[src/rtl/prd_pkg.sv]
package prd_pkg;

  // Space decision for the vote window: strictly more than half set.
  function automatic logic vote_space(input int unsigned ones, input int unsigned win);
    return (ones * 2) > win;
  endfunction

  // Width of a counter able to hold 0..n.
  function automatic int unsigned count_width(input int unsigned n);
    return (n < 1) ? 1 : $clog2(n + 1);
  endfunction

endpackage

[src/rtl/prd_capture_latch.sv]
module prd_capture_latch (
  input  logic clk,
  input  logic rst,
  input  logic trig,
  output logic held,
  output logic set_evt
);

  assign set_evt = trig & ~held;

  always_ff @(posedge clk) begin
    if (rst)          held <= 1'b0;
    else if (set_evt) held <= 1'b1;
  end

  // latch is sticky until reset
  p_latch_sticky_r2: assert property (@(posedge clk) disable iff (rst) held |=> held);
  // a trigger always leaves the latch set on the next clock
  p_trig_sets_r2: assert property (@(posedge clk) disable iff (rst) trig |=> held);

endmodule

[src/rtl/prd_ref_store.sv]
module prd_ref_store #(
  parameter int unsigned STAGES = 12
) (
  input  logic clk,
  input  logic rst,
  input  logic samp_en,
  input  logic live_bit,
  input  logic recirc,
  output logic tail_bit,
  output logic feed_bit
);

  logic [STAGES-1:0] sr_q;

  assign tail_bit = sr_q[STAGES-1];
  assign feed_bit = recirc ? tail_bit : live_bit;

  generate
    if (STAGES == 1) begin : g_single
      always_ff @(posedge clk) begin
        if (rst)          sr_q <= '0;
        else if (samp_en) sr_q <= feed_bit;
      end
    end else begin : g_chain
      always_ff @(posedge clk) begin
        if (rst)          sr_q <= '0;
        else if (samp_en) sr_q <= {sr_q[STAGES-2:0], feed_bit};
      end
    end
  endgenerate

  // no shift without the sample enable
  p_shift_gated_r1: assert property (@(posedge clk) disable iff (rst)
    !samp_en |=> $stable(sr_q));
  // before capture the head stage takes the live IF
  p_live_entry_r1: assert property (@(posedge clk) disable iff (rst)
    (samp_en && !recirc) |=> sr_q[0] == $past(live_bit));
  // after capture the head stage takes the old tail
  p_recirc_entry_r3: assert property (@(posedge clk) disable iff (rst)
    (samp_en && recirc) |=> sr_q[0] == $past(sr_q[STAGES-1]));

endmodule

[src/rtl/prd_mix_vote.sv]
module prd_mix_vote #(
  parameter int unsigned WIN = 12
) (
  input  logic clk,
  input  logic rst,
  input  logic samp_en,
  input  logic active,
  input  logic live_bit,
  input  logic ref_bit,
  output logic mix_bit,
  output logic data_q
);
  import prd_pkg::*;

  localparam int unsigned CW = count_width(WIN);

  logic [WIN-1:0] win_q, win_nxt;
  logic [CW-1:0]  ones;
  logic           vote;

  assign mix_bit = live_bit ^ ref_bit;

  generate
    if (WIN == 1) begin : g_direct
      assign win_nxt = mix_bit;
    end else begin : g_window
      assign win_nxt = {win_q[WIN-2:0], mix_bit};
    end
  endgenerate

  assign ones = CW'($countones(win_nxt));
  assign vote = vote_space(int'(ones), WIN);

  always_ff @(posedge clk) begin
    if (rst || !active) begin
      win_q  <= '0;
      data_q <= 1'b0;
    end else if (samp_en) begin
      win_q  <= win_nxt;
      data_q <= vote;
    end
  end

  // Mark until the reference is captured
  p_mark_idle_r6: assert property (@(posedge clk) disable iff (rst)
    !active |=> !data_q);
  // data only moves on an enabled edge
  p_data_gated_r4: assert property (@(posedge clk) disable iff (rst)
    (!samp_en && active) |=> $stable(data_q));
  // an unset new sample cannot turn Mark into Space
  p_no_rise_on_zero_r5: assert property (@(posedge clk) disable iff (rst)
    (samp_en && active && !mix_bit && !data_q) |=> !data_q);

endmodule

[src/rtl/phase_ref_demod.sv]
module phase_ref_demod #(
  parameter int unsigned STAGES = 12,
  parameter int unsigned WIN    = 12
) (
  input  logic clk,
  input  logic rst,
  input  logic samp_en,
  input  logic if_bit,
  input  logic cap_trig,
  output logic data_out,
  output logic captured,
  output logic ref_bit
);

  logic latch_q;
  logic latch_set_evt;
  logic store_feed;
  logic mix_bit;

  prd_capture_latch u_latch (
    .clk     (clk),
    .rst     (rst),
    .trig    (cap_trig),
    .held    (latch_q),
    .set_evt (latch_set_evt)
  );

  prd_ref_store #(.STAGES(STAGES)) u_store (
    .clk      (clk),
    .rst      (rst),
    .samp_en  (samp_en),
    .live_bit (if_bit),
    .recirc   (latch_q),
    .tail_bit (ref_bit),
    .feed_bit (store_feed)
  );

  prd_mix_vote #(.WIN(WIN)) u_vote (
    .clk      (clk),
    .rst      (rst),
    .samp_en  (samp_en),
    .active   (latch_q),
    .live_bit (if_bit),
    .ref_bit  (ref_bit),
    .mix_bit  (mix_bit),
    .data_q   (data_out)
  );

  assign captured = latch_q;

  // reset leaves every output at zero
  p_reset_clear_r7: assert property (@(posedge clk)
    rst |=> (!captured && !data_out && !ref_bit));
  // a set event is only seen while not yet captured
  p_set_once_r2: assert property (@(posedge clk) disable iff (rst)
    latch_set_evt |-> !captured);
  // once captured the register feeds on itself
  p_feed_src_r3: assert property (@(posedge clk) disable iff (rst)
    captured |-> (store_feed == ref_bit));

endmodule

[config.mk]
export PLATFORM = sky130hd
export DESIGN_NAME = phase_ref_demod
export DESIGN_NICKNAME = d
export VERILOG_FILES = /design/src/rtl/prd_pkg.sv /design/src/rtl/prd_capture_latch.sv /design/src/rtl/prd_ref_store.sv /design/src/rtl/prd_mix_vote.sv /design/src/rtl/phase_ref_demod.sv
export SDC_FILE = /design/constraint.sdc
export NUM_CORES = 1
export LEC_CHECK = 0
export BUFFER_PORTS_ARGS = -buffer_cell sky130_fd_sc_hd__buf_2
export CAP_MARGIN = 10
export CORE_MARGIN = 3
export CORE_UTILIZATION = 50
export DETAILED_ROUTE_END_ITERATION = 10
export PLACE_DENSITY_LB_ADDON = 0.08
export SYNTH_ARGS = -nofsm -noshare
export SYNTH_HDL_FRONTEND = slang
export SYNTH_SLANG_ARGS = --single-unit
[constraint.sdc]
create_clock -name clk -period 3.7 [get_ports clk]
set_input_delay 0.74 -clock clk [delete_from_list [all_inputs] [get_ports clk]]
set_output_delay 0.74 -clock clk [all_outputs]
set_load 0.01 [all_outputs]
==> implementation parameters, run 1 <==
Parameter                              Value

Yosys
  Largest area contributor in the synthesized netlist    sky130_fd_sc_hd__dfxtp_1
  Avg Inst Size Synth    roughly 11 µm²
  Top cells by area, synth    sky130_fd_sc_hd__dfxtp_1, sky130_fd_sc_hd__mux2i_1, sky130_fd_sc_hd__fa_1, sky130_fd_sc_hd__ha_1, sky130_fd_sc_hd__nor2_1
  Seq cells post-synth    25
  Most common flop cell mapped by yosys    sky130_fd_sc_hd__dfxtp_1
  Share of flip-flops with an asynchronous set or reset    0
  Synthesized netlist cell count    about 130
  Number of nets produced by synthesis    149
  Count of synthesis-stage warnings from yosys    0
  Distinct cell type count of the synthesized netlist    19
  EDFF count, synth    0
  Post-Syn Area    between 0.001 and 0.0015 mm²
  Sequential element share of the synthesized area    0.3707
  Most frequent cells after synthesis    sky130_fd_sc_hd__dfxtp_1, sky130_fd_sc_hd__nor2_1, sky130_fd_sc_hd__mux2i_1, sky130_fd_sc_hd__inv_1, sky130_fd_sc_hd__ha_1
  Share of the synthesized area in the top cell type    0.3707

STA
  Unrepaired setup endpoints after global routing    false
  Tightest slew margin relative to the limit    0.4955
  Final clock skew    approximately 0.0037 ns
  Final setup violation count    0
  Number of hold-slack violations in the final timing report    0
  Transition time of the tightest slew-check pin    0.7568 ns
  Share of the cycle needed by the critical path after routing    0.9013
  Number of pins exceeding their max-slew limit in the final report    0
  Minimum setup slack in the final design    around 0.37 ns
  Post-route setup TNS    0 ns
  Fmax    ~300 MHz
  Crit path time final    between 3 and 4 ns

Floorplan
  Initial cell density of the core    0.5352
  Ports    8
  Core footprint    0.002522 mm²
  Die Span Y    approximately 58 µm
  Die width    between 50 and 60 µm
  Std cell rows    18
  Total Die Area    0.003359 mm²

Clock network
  Count of clock tree sinks    25
  Number of levels the H-tree was split into    1
  Clock latency at the later pin of the worst-skew pair    approximately 0.31 ns
  Clock buffer count from CTS    3
  PostCTS Resize Cnt    0
  TritonCTS clock tree    yes
  Buffers inserted by post-CTS timing repair    0
  Hold bufs inserted after CTS    0
  CTS max path bufs    2
  Clock-pin slew on the worst setup and hold paths    between 0.1 and 0.15 ns
  Root Buffer    sky130_fd_sc_hd__clkbuf_4

Cells and area
  Area Overhead vs Synth    2.873%
  Diodes inserted    0
  Multi-input logic area    roughly 710 µm²
  Register Area    between 500 and 600 µm²
  Fill cells    roughly 240
  Number of nets in the layout    between 150 and 200
  Final core utilization    0.5506
  Layout Cells excl Fill    approximately 160
  Share of cells above drive strength 1    0.1128

Placed design
  Routability-driven placement congestion ratio    0.7734
  Place WS    around 0.36 ns
  Placed instance count    about 160
  # port buffers    7
  Post-DP HPWL    around 1.4 mm

GRT
  Tot GR Track Use    0.1264
  Number of antenna violations at the first check in global routing    0
  Global-route wire length before repair    between 3 and 4 mm
  Pin count of the biggest net entering global routing    27
  Congestion Overflow GR    0
  Number of global-route vias before repair    between 700 and 800

Run
  Number of maximum-capacitance violations    0

Worst setup path
  Data arrival time at the worst-slack endpoint    roughly 3.6 ns
  Sort of element at the end of the critical path    register
  Worst R2R Setup Slack    about 0.37 ns
  Startpoint type of the worst setup path    register
  Required time worst endpoint    between 3 and 4 ns
  Maximum fanout along the worst path    3
  Crit Path Class    register to register

Detailed routing
  Router iterations before antenna repair    4
  Antenna-violating nets left    0
  Number of vias in the routed layout    approximately 800
  WL per Instance    10.85 µm
  Count of routing violations after the opening detailed-route iteration    28
  Sum of routed wire length over all layers    around 1.8 mm
  Via density    4.902
  Number of remaining DRC errors    0

Power
  Peak VDD IR    272.0 µV
  Pwr Density    304.7 mW/mm²
  Leakage component of the power    between 0.0006 and 0.0007 µW

Worst hold path
  Hold WC Path Type    register to register

Run status
  Run status    finished clean
## worst max-delay path, cell delays in order (launching register included)
cell and delay, ns:
sky130_fd_sc_hd__dfxtp_1 0.36, sky130_fd_sc_hd__ha_1 0.28, sky130_fd_sc_hd__inv_1 0.05, sky130_fd_sc_hd__fa_1 0.50
sky130_fd_sc_hd__fa_1 0.51, sky130_fd_sc_hd__fa_1 0.51, sky130_fd_sc_hd__inv_1 0.04, sky130_fd_sc_hd__ha_1 0.20
sky130_fd_sc_hd__inv_1 0.07, sky130_fd_sc_hd__fa_1 0.40, sky130_fd_sc_hd__nand3b_1 0.17, sky130_fd_sc_hd__a41oi_2 0.19
## logic make-up after synthesis
family | Yosys count | synth area share
muxes | 24 | 0.1779
AOI/OAI and AO/OA | 5 | 0.04264
and+or+nand+nor | 30 | 0.09917
xor gates and xnor gates | 2 | 0.01298
adders and majority gates | 17 | 0.1965
DFF | 25 | 0.3707
buffers and inverters | 24 | 0.1001
## routing by layer
metal | track usage | routed length, µm
met3 | 0.04009 | 48
met4 | 0.03974 | 14
met5 | 0 | 0
met2 | 0.1984 | 813
met1 | 0.1662 | 890
## layout by cell type (no fill, tap or decap)
cell type / count
sky130_fd_sc_hd__a21oi_1: 2
sky130_fd_sc_hd__xor2_1: 1
sky130_fd_sc_hd__inv_1: 19
sky130_fd_sc_hd__ha_1: 10
sky130_fd_sc_hd__nor2_1: 25
sky130_fd_sc_hd__xnor2_1: 1
sky130_fd_sc_hd__a211oi_2: 1
sky130_fd_sc_hd__clkinvlp_4: 1
sky130_fd_sc_hd__fa_1: 7
sky130_fd_sc_hd__clkbuf_4: 3
sky130_fd_sc_hd__o21bai_4: 1
sky130_fd_sc_hd__nor2b_1: 3
sky130_fd_sc_hd__buf_2: 7
sky130_fd_sc_hd__nand2b_4: 1
sky130_fd_sc_hd__mux2i_1: 24
sky130_fd_sc_hd__dfxtp_1: 25
sky130_fd_sc_hd__a41oi_2: 1
sky130_fd_sc_hd__nand3b_1: 1
## path summary, 6_finish.rpt
check | from | endpoint | cells after the start
setup / recovery | u_vote.win_q[9] | u_vote.data_q | 11
hold / removal | u_store.sr_q[9] | u_store.sr_q[9] | 2
setup reg to reg | u_vote.win_q[9] | u_vote.data_q | 11
hold reg to reg | u_store.sr_q[9] | u_store.sr_q[9] | 2
## sequential cells by signal, indices dropped and copies added, names as in the netlist
register       count
u_latch.held       1
u_store.sr_q      12
u_vote.data_q      1
u_vote.win_q      11
## power breakdown
part | internal (µW) | switching (µW) | total [µW]
Sequential | 272 | 2.65 | 275
Combinational | 13.1 | 16.7 | 29.9
Clock | 41.2 | 77.3 | 119
Total | 326 | 96.7 | 423
## area by class of cell
| type | instances | share of cell area |
|---|---|---|
| repair buffers | 7 | 0.02523 |
| clock buffers | 3 | 0.01622 |
| clock inverters | 1 | 0.005405 |
| inverters | 19 | 0.05135 |
| flip-flops and latches | 25 | 0.3604 |
| well taps | 30 | 0.02703 |
| multi-input cells | 78 | 0.5144 |
## metrics by stage
stage / hold WS (ns) / total power, µW / area, µm²
finish: 0.5130 / 423.2 / 1389
global route: 0.5474 / 444.0 / 1389
CTS: 0.5169 / 432.9 / 1389
detailed placement: 0.4830 / 310.9 / 1359
global placement: 0.4727 / 310.2 / 1359
floorplan: 0.4601 / 309.4 / 1350
(Power assumes the default switching activity.)
==> run 2: changes to the inputs <==
--- a/config.mk
+++ b/config.mk
@@ -10,6 +10,7 @@
 export CORE_MARGIN = 3
 export CORE_UTILIZATION = 50
 export DETAILED_ROUTE_END_ITERATION = 10
+export MAX_ROUTING_LAYER = met4
 export PLACE_DENSITY_LB_ADDON = 0.08
 export SYNTH_ARGS = -nofsm -noshare
 export SYNTH_HDL_FRONTEND = slang
==> implementation parameters, run 2 (synthesis gave the netlist of run 1 again) <==
Parameter                              Value

Worst setup path
  Slowest Stage Delay on Critical Path    approximately 0.51 ns
  Maximum fanout along the worst path    3
  Cell-by-cell listing of the critical path    ha_1, inv_1, fa_1, fa_1, fa_1, inv_1, ha_1, inv_1, fa_1, nand3b_1, a41oi_2
  Data arrival time at the worst-slack endpoint    between 3 and 4 ns
  Cell occurring most often along the worst timing path    sky130_fd_sc_hd__fa_1
  Standard cell with the maximum stage delay on the critical path    sky130_fd_sc_hd__fa_1
  Crit Path Class    register to register
  Startpoint type of the worst setup path    register
  Sort of element at the end of the critical path    register
  Required time worst endpoint    between 3 and 4 ns

Clock network
  Clock-pin slew on the worst setup and hold paths    0.13 ns
  Count of clock tree sinks    25
  Hold bufs inserted after CTS    0
  Clock buffer count from CTS    3
  Root Buffer    sky130_fd_sc_hd__clkbuf_4
  CTS max path bufs    2
  Clock latency at the later pin of the worst-skew pair    0.31 ns
  PostCTS Resize Cnt    0
  Buffers inserted by post-CTS timing repair    0
  TritonCTS clock tree    yes
  Number of levels the H-tree was split into    1

Power
  Leakage component of the power    0.0006407 µW
  Pwr Density    305.1 mW/mm²
  Peak VDD IR    approximately 270 µV
  PnR Total Power    approximately 420 µW

Cells and area
  Register Area    approximately 500 µm²
  Most frequent cells in the layout    sky130_fd_sc_hd__nor2_1, sky130_fd_sc_hd__dfxtp_1, sky130_fd_sc_hd__mux2i_1
  Number of nets in the layout    156
  Register name with the most flops    u_store.sr_q
  Layout Cells excl Fill    approximately 160
  Multi-input logic area    about 710 µm²
  Fill cells    between 200 and 250
  Largest register FFs    12
  Diodes inserted    0
  Area Overhead vs Synth    2.873%
  Share of cells above drive strength 1    0.1128
  Leading registers by flop count    u_store.sr_q (12), u_vote.win_q (11)
  Post-route cell area    0.001389 mm²

Run status
  Run status    finished clean

Placed design
  Post-DP HPWL    1.368 mm
  Routability-driven placement congestion ratio    about 0.78
  Placed instance count    between 150 and 200
  Instance area at placement    approximately 0.0014 mm²
  # port buffers    7

STA
  Share of the cycle needed by the critical path after routing    0.9015
  Final setup violation count    0
  Crit path time final    3.335 ns
  Final clock skew    roughly 0.0042 ns
  Fmax    between 200 and 300 MHz
  Number of hold-slack violations in the final timing report    0
  Post-route setup TNS    0 ns
  Tightest slew margin relative to the limit    0.4952
  Unrepaired setup endpoints after global routing    false
  Transition time of the tightest slew-check pin    between 0.7 and 0.8 ns
  Number of pins exceeding their max-slew limit in the final report    0

Detailed routing
  Antenna-violating nets left    0
  Number of vias in the routed layout    797
  Router iterations before antenna repair    4
  Count of routing violations after the opening detailed-route iteration    23
  Via density    roughly 5
  Number of remaining DRC errors    0
  Sum of routed wire length over all layers    ~1.8 mm
  WL per Instance    ~11 µm

GRT
  Global-route wire length before repair    approximately 3.3 mm
  Tot GR Track Use    0.1302
  Pin count of the biggest net entering global routing    27
  Number of global-route vias before repair    roughly 750
  Number of antenna violations at the first check in global routing    0
  Congestion Overflow GR    0

Floorplan
  Die width    between 50 and 60 µm
  Core footprint    0.002522 mm²
  Die Span Y    slightly below 60 µm
  Std cell rows    18
  Ports    8
  Total Die Area    roughly 0.0034 mm²
  Initial cell density of the core    0.5352

Run
  Number of maximum-capacitance violations    0

Worst hold path
  Hold WC Path Type    register to register
==> run 2: cell counts in the layout (fill, tap and decap cells not counted) <==
No cell type changed its count.
==> run 2: metrics by stage <==
| stage | hold slack, ns | setup slack [ns] | utilization |
|---|---|---|---|
| 2_1_floorplan | 0.4601 | 0.4919 | - |
| 3_3_place_gp | 0.4727 | 0.4526 | 0.5387 |
| 3_5_place_dp | 0.4830 | 0.3565 | 0.5387 |
| 4_1_cts | 0.5169 | 0.3205 | 0.5506 |
| 5_1_grt | 0.5474 | 0.1928 | 0.5506 |
| 6_report | 0.5131 | 0.3646 | 0.5506 |
==> run 2: final cells by class <==
cell class                 instances  share of cell area
tap                               30             0.02703
multi-input combinational         78              0.5144
inverter                          19             0.05135
timing repair buffer               7             0.02523
sequential                        25              0.3604
clock inverter                     1            0.005405
clock buffer                       3             0.01622
==> run 2: worst max-delay path, delay by kind of cell, from the launching register on <==
family | cells | cell delay (ns)
AND/OR/NAND/NOR | 1 | 0.17
AO/OA/AOI/OAI | 1 | 0.19
adder cells (fa/ha/maj) | 6 | 2.40
buffers and inverters | 3 | 0.16
flip-flops | 1 | 0.36
==> run 2: path summary, 6_finish.rpt <==
| check | from | endpoint | slack (ns) | cells past startpoint |
|---|---|---|---|---|
| setup / recovery | u_vote.win_q[9] | u_vote.data_q | 0.36 | 11 |
| hold / removal | u_store.sr_q[9] | u_store.sr_q[9] | 0.51 | 2 |
| setup reg to reg | u_vote.win_q[9] | u_vote.data_q | 0.36 | 11 |
| hold reg to reg | u_store.sr_q[9] | u_store.sr_q[9] | 0.51 | 2 |
==> run 2: power breakdown <==
| group | internal (µW) | leakage, µW | total [µW] | switching (µW) |
|---|---|---|---|---|
| clock network | 41.2 | 0.0000139 | 119 | 77.8 |
| logic | 13.1 | 0.000425 | 29.9 | 16.7 |
| registers | 272 | 0.000202 | 275 | 2.65 |
==> run 2: per-layer routing <==
layer,part of all wire,global-route usage,wire length [µm]
met1,0.50,0.1662,887
met5,0,-,0
met2,0.46,0.1984,814
met3,0.032,0.04009,56
met4,0.0096,0.03974,17
